==> src/rtl/gpio_bank_pkg.sv <==
package gpio_bank_pkg;
    localparam int unsigned NPINS    = 32;
    localparam int unsigned ADDR_W   = 12;
    localparam int unsigned SYNC_LEN = 2;

    localparam logic [ADDR_W-1:0] OFF_DIR = 12'h134;
    localparam logic [ADDR_W-1:0] OFF_IN  = 12'h138;
    localparam logic [ADDR_W-1:0] OFF_OUT = 12'h13C;
    localparam logic [ADDR_W-1:0] OFF_CLR = 12'h190;
    localparam logic [ADDR_W-1:0] OFF_SET = 12'h194;

    typedef enum logic [2:0] {
        SEL_NONE,
        SEL_DIR,
        SEL_IN,
        SEL_OUT,
        SEL_CLR,
        SEL_SET
    } reg_sel_e;
endpackage

==> src/rtl/gpio_in_sync.sv <==
module gpio_in_sync #(
    parameter int unsigned WIDTH  = 32,
    parameter int unsigned STAGES = 2
) (
    input  logic             clk,
    input  logic             rst_n,
    input  logic [WIDTH-1:0] async_in,
    output logic [WIDTH-1:0] sync_out
);
    logic [WIDTH-1:0] stage_q [STAGES];

    always_ff @(posedge clk or negedge rst_n) begin
        if (!rst_n) stage_q[0] <= '0;
        else        stage_q[0] <= async_in;
    end

    for (genvar s = 1; s < STAGES; s++) begin : g_chain
        always_ff @(posedge clk or negedge rst_n) begin
            if (!rst_n) stage_q[s] <= '0;
            else        stage_q[s] <= stage_q[s-1];
        end
    end

    assign sync_out = stage_q[STAGES-1];
endmodule

==> src/rtl/gpio_addr_decode.sv <==
module gpio_addr_decode
    import gpio_bank_pkg::*;
(
    input  logic [ADDR_W-1:0] addr,
    output reg_sel_e          sel
);
    always_comb begin
        unique case (addr)
            OFF_DIR: sel = SEL_DIR;
            OFF_IN:  sel = SEL_IN;
            OFF_OUT: sel = SEL_OUT;
            OFF_CLR: sel = SEL_CLR;
            OFF_SET: sel = SEL_SET;
            default: sel = SEL_NONE;
        endcase
    end
endmodule

==> src/rtl/gpio_out_regs.sv <==
module gpio_out_regs
    import gpio_bank_pkg::*;
#(
    parameter int unsigned WIDTH = 32
) (
    input  logic             clk,
    input  logic             rst_n,
    input  reg_sel_e         sel,
    input  logic             we,
    input  logic [WIDTH-1:0] wdata,
    output logic [WIDTH-1:0] dir_q,
    output logic [WIDTH-1:0] out_q
);
    always_ff @(posedge clk or negedge rst_n) begin
        if (!rst_n) begin
            dir_q <= '1;
            out_q <= '0;
        end else if (we) begin
            case (sel)
                SEL_DIR: dir_q <= wdata;
                SEL_OUT: out_q <= wdata;
                SEL_SET: out_q <= out_q | wdata;
                SEL_CLR: out_q <= out_q & ~wdata;
                default: ;
            endcase
        end
    end
endmodule

==> src/rtl/gpio_port_bank.sv <==
module gpio_port_bank
    import gpio_bank_pkg::*;
(
    input  logic              clk,
    input  logic              rst_n,
    input  logic [ADDR_W-1:0] bus_addr,
    input  logic              bus_we,
    input  logic [NPINS-1:0]  bus_wdata,
    output logic [NPINS-1:0]  bus_rdata,
    input  logic [NPINS-1:0]  pad_in,
    output logic [NPINS-1:0]  pad_out,
    output logic [NPINS-1:0]  pad_oe
);
    reg_sel_e         sel;
    logic [NPINS-1:0] dir_q;
    logic [NPINS-1:0] out_q;
    logic [NPINS-1:0] in_sync;

    gpio_addr_decode u_dec (
        .addr (bus_addr),
        .sel  (sel)
    );

    gpio_out_regs #(.WIDTH(NPINS)) u_regs (
        .clk   (clk),
        .rst_n (rst_n),
        .sel   (sel),
        .we    (bus_we),
        .wdata (bus_wdata),
        .dir_q (dir_q),
        .out_q (out_q)
    );

    gpio_in_sync #(.WIDTH(NPINS), .STAGES(SYNC_LEN)) u_sync (
        .clk      (clk),
        .rst_n    (rst_n),
        .async_in (pad_in),
        .sync_out (in_sync)
    );

    always_comb begin
        unique case (sel)
            SEL_DIR:                   bus_rdata = dir_q;
            SEL_IN:                    bus_rdata = in_sync;
            SEL_OUT, SEL_CLR, SEL_SET: bus_rdata = out_q;
            default:                   bus_rdata = '0;
        endcase
    end

    assign pad_out = out_q;
    assign pad_oe  = ~dir_q;
endmodule

==> config.mk <==
export PLATFORM = sky130hd
export DESIGN_NAME = gpio_port_bank
export DESIGN_NICKNAME = d
export VERILOG_FILES = /design/src/rtl/gpio_bank_pkg.sv /design/src/rtl/gpio_in_sync.sv /design/src/rtl/gpio_addr_decode.sv /design/src/rtl/gpio_out_regs.sv /design/src/rtl/gpio_port_bank.sv
export SDC_FILE = /design/constraint.sdc
export NUM_CORES = 1
export LEC_CHECK = 0
export CORE_ASPECT_RATIO = 0.6
export CORE_MARGIN = 5
export CORE_UTILIZATION = 49
export CTS_CLUSTER_DIAMETER = 30
export DETAILED_ROUTE_END_ITERATION = 16
export HOLD_SLACK_MARGIN = 0.12
export PLACE_DENSITY = 0.86
export SYNTH_ARGS = -nofsm -noshare
export SYNTH_HDL_FRONTEND = slang
export SYNTH_SLANG_ARGS = --single-unit
==> constraint.sdc <==
create_clock -name clk -period 5.6 [get_ports clk]
set_clock_uncertainty 0.2 [all_clocks]
set_input_delay 1.12 -clock clk [delete_from_list [all_inputs] [get_ports clk]]
set_output_delay 1.12 -clock clk [all_outputs]
set_load 0.02 [all_outputs]
-- Word level (Yosys, flattened, before mapping)
Cells that the tools add are included.
- output and inout bits: 96
- register bits: 128
- input bits: 79
- logic and storage cells: 25
- reduce and logical (&&, ||, !) cells: 4
- bitwise gates (word level): 4
- equality and inequality tests: 10
- mux-type cells: 3
- operator list (operator ; count):
    32-bit case mux with 3 select lines ; 2
    32-bit NOT ; 2
    12-bit by 9-bit equality test with 1-bit output, second input constant ; 5
    32-bit bitwise AND ; 1
    32-bit OR ; 1
    3-bit case mux with 5 select lines ; 1
    3-bit by 2-bit equality test with 1-bit output, second input constant ; 2
    3-bit equality test, second input constant ; 2
    2-bit AND reduction ; 2
    3-bit by 1-bit equality test with 1-bit output, second input constant ; 1
    3-bit nonzero test ; 1
    3-bit OR reduction ; 1

-- Logic depth before layout (Yosys ltp)
- depth after elaboration: 5
- mapped depth: 7
- mapped depth without buffers: 4

-- Hierarchy
From an unflattened synthesis, not the netlist that was laid out.
- cell total of the unflattened synthesis: 577
- area, all modules: 6573.8 µm²
- modules (own cells, without submodules) (module ; area an instance (µm²) ; sequential area each (µm²) ; cells an instance ; times used):
    gpio_out_regs ; 3266.9 ; 1641.6 ; 290 ; 1
    gpio_in_sync ; 1841.8 ; 1601.5 ; 96 ; 1
    gpio_port_bank ; 1397.6 ; 0.0 ; 182 ; 1
    gpio_addr_decode ; 67.6 ; 0.0 ; 9 ; 1

-- Worst setup path after synthesis
OpenSTA, ideal clock, no wires.
- path type: in2out
- from: input bus_addr[9]
- to: output bus_rdata[10]
- path buffers: 2
- data arrival time: 2.666 ns
- slack: 1.614 ns
- stages: 6
- required time: 4.280 ns
- cell sequence: or4b_1 -> buf_6 -> a211oi_2 -> clkbuf_1 -> nand2_1 -> nand2_1
- cells in the longest elaborated chain, start to end: 5
- elaborated cells on any way between the ends: 13
- those cells by class: eq/ne: 10; mux: 2; reduce/logical: 1
- RTL lines (element ; line ; RTL):
    start: declaration ; gpio_port_bank.sv:6 ; input logic [ADDR_W-1:0] bus_addr,
    12-bit by 9-bit equality test with 1-bit output ; gpio_addr_decode.sv:8 ; unique case (addr)
    3-bit case mux with 5 select lines * ; gpio_addr_decode.sv:8 ;
    3-bit by 2-bit equality test with 1-bit output / 3-bit equality test (equally long branches) ; gpio_port_bank.sv:42 ; unique case (sel)
    3-bit OR reduction ; gpio_port_bank.sv:42 ;
    32-bit case mux with 3 select lines * ; gpio_port_bank.sv:42 ;
    end: declaration ; gpio_port_bank.sv:9 ; output logic [NPINS-1:0] bus_rdata,
Mark *: on every way between the ends. The rest lies on a longest branch, timed or not.

-- Final worst setup path
- from: input bus_addr[9]
- to: output bus_rdata[19]
The elaborated chain is that of the path after synthesis.

==> run metrics <==
cell mode on critical path clkdlybuf4s50_1; post-route total power between 2 and 2.5 mW; fin. max-slew vios 0; ratio of final minimum period to clock period 91.6%; worst-path cell chain clkdlybuf4s50_1 -> or4b_1 -> nor4_4 -> buf_4 -> a22oi_1 -> nand2_1 -> clkdlybuf4s50_1; Via Count between 4000 and 5000; RSZ-0062 raised after global routing false; crit path time final 5130 ps; leakage power 3.53 nW; row count 28; Syn Inst Count about 460; die width between 100 and 150 um; commonest non-fill, non-tap cell in the layout clkdlybuf4s50_1; Synth Area per Inst ~11 um2; DP Area 6890 um2; first-pass GRT wire length 23700 um; DRT Wirelength 14800 um; worst hold slack 144 ps; Post-DP HPWL about 10000 um; final setup fails 0; DRC 0; first-pass iteration count of the detailed router 5; r2r setup slk 4360 ps; share of cells above drive strength 1 12.2%; Yosys reg bits 128; # resized after CTS 0; Post-Syn Area 5030 um2; relative slew slack 13.2%; clock sinks 128; fin area 7450 um2; IO Count about 180; fmax 195 MHz; power per cell area about 280 nW/um2; clk slew on worst S/H paths approximately 60 ps; Tightest Pin Transition 1300 ps; initial core utilization 50.5%; Clock Latency Late Sink about 400 ps; fillers about 650; Worst Path Required 4280 ps; YS warnings 0; number of setup buffers added after CTS 0; Top delay family on crit path buffers and inverters; Final GP Congestion 0.853; syn nets 541; vias in the first global route 4438; Setup CP Type in -> out; maxcap violations 0; clock root buffer clkbuf_16; commonest non-fill, non-tap cells in the layout 173 x clkdlybuf4s50_1, 158 x nand2_1, 96 x dfrtp_1, 34 x inv_1; gr usage total 24.8%; hold_buf cts 0; Worst Hold Class reg -> reg; mean routed wirelength per cell 18.9 um; H-tree Lvls 4; register area share after synthesis 64.5%; CTS Buffer Depth 2; Area Growth Syn to Fin 48.2%; Worst Path Max Fanout 19; Worst EP arrival 3810 ps; critical path's largest stage delay 780 ps; Slowest cell on crit path or4b_1; vias per cell 5.26; initial detailed-routing violation count 273; final core utilization 74.9%; worst vdd ir ~0.27 mV; setup TNS 0 ps; Startpoint Class input port; Antenna Violating Nets Remaining 0; Die ar. 12500 um2; outcome complete, no violations; Critical Path Sink Type output port; Crit path buffers/inverters 3; Num CTS Buffers 17; CTS tree done; Antenna diodes 0; largest net degree at the start of global routing 78; Cell variety after synth 29; global route overflow 0; final hold vios 0; core box area between 9000 and 10000 um2; Port Buf Inserts 174; initial antenna violation count 0; die height roughly 88 um; layout net count 716
## power breakdown
part           leakage (nW)  switching (mW)  internal (mW)
clock network         0.271           0.387          0.660
registers              1.53          0.0110          0.956
logic                  1.73          0.0467         0.0602
## cell type report
type                    count  area (um2)  area share [%]
repair buffers            183        1820            24.4
well taps                 135         169            2.27
clock inverters            11         116            1.56
multi-input cells         273        1530            20.5
clock buffers              20         447            5.99
flip-flops and latches    128        3240            43.5
inverters                  34         128            1.71
## flip-flops by register name, indices dropped and copies added, names as in the netlist
name / flops
u_sync.sync_out: 32
u_regs.dir_q: 32
u_sync.stage_q: 32
u_regs.out_q: 32
## kinds of logic (layout without fill, tap and decap cells)
family | Yosys count | count (layout) | synth area share (%)
buf+inv | 61 | 248 | 5.62
simple gates | 174 | 174 | 14.7
compound gates | 68 | 68 | 9.01
mux | 31 | 31 | 6.17
flops | 128 | 128 | 64.5
## metrics by stage
step | std cells | setup slack [ps]
2_1_floorplan | 462 | 1610
3_3_place_gp | 753 | 577
3_5_place_dp | 753 | 501
4_1_cts | 784 | 486
5_1_grt | 784 | 362
6_report | 784 | 469
## metal layers
metal / global-route usage (%) / routed length, um / part of all wire [%] / vias up
met1: 32.6 / 6250 / 42 / 2044
met2: 40.0 / 6970 / 47 / 211
met5: 0 / 0 / 0 / -
li1: - / - / - / 1857
met3: 8.48 / 1500 / 10 / 13
met4: 7.30 / 111 / 0.75 / 0
## synth_stat cells
master,count,share of area (%)
clkbuf_2,1,0.099
nor4b_1,1,0.17
or2_2,1,0.12
buf_6,4,0.90
or4_1,1,0.15
buf_2,18,1.8
dfstp_2,32,17
nand2_1,158,12
o21ai_0,28,2.8
nand3b_1,1,0.15
nor3_2,1,0.20
a211oi_2,1,0.25
nor4_4,1,0.42
clkbuf_1,4,0.30
or3b_2,1,0.17
nor4_1,1,0.12
a22oi_1,32,4.8
nor3_1,2,0.20
a21boi_0,1,0.15
or4b_1,2,0.40
inv_1,34,2.5
o21ai_1,5,0.50
a2111oi_4,1,0.55
mux2i_1,31,6.2
nand4bb_1,1,0.22
nand4b_1,1,0.17
nor4_2,1,0.25
dfrtp_1,96,48
or3_1,1,0.12
## worst reg2reg max path: stages, from the launching register on
cell and delay, ps:
dfrtp_1 410, a21boi_0 140, or3_1 370
## path summary, 6_finish.rpt
path                                                 to                    startpoint  cells past startpoint
min in group asynchronous  u_sync.sync_out[5]$_DFF_PN0_                         rst_n                      1
max reg2reg                u_regs.out_q[31]$_DFFE_PN0P_  u_regs.out_q[31]$_DFFE_PN0P_                      2
min                        u_sync.sync_out[2]$_DFF_PN0_  u_sync.stage_q[34]$_DFF_PN0_                      0
min reg2reg                u_sync.sync_out[2]$_DFF_PN0_  u_sync.stage_q[34]$_DFF_PN0_                      0
max in group asynchronous  u_sync.sync_out[0]$_DFF_PN0_                         rst_n                      2
max                                       bus_rdata[19]                   bus_addr[9]                      7
Note: power is estimated with default switching activity, not from simulation.
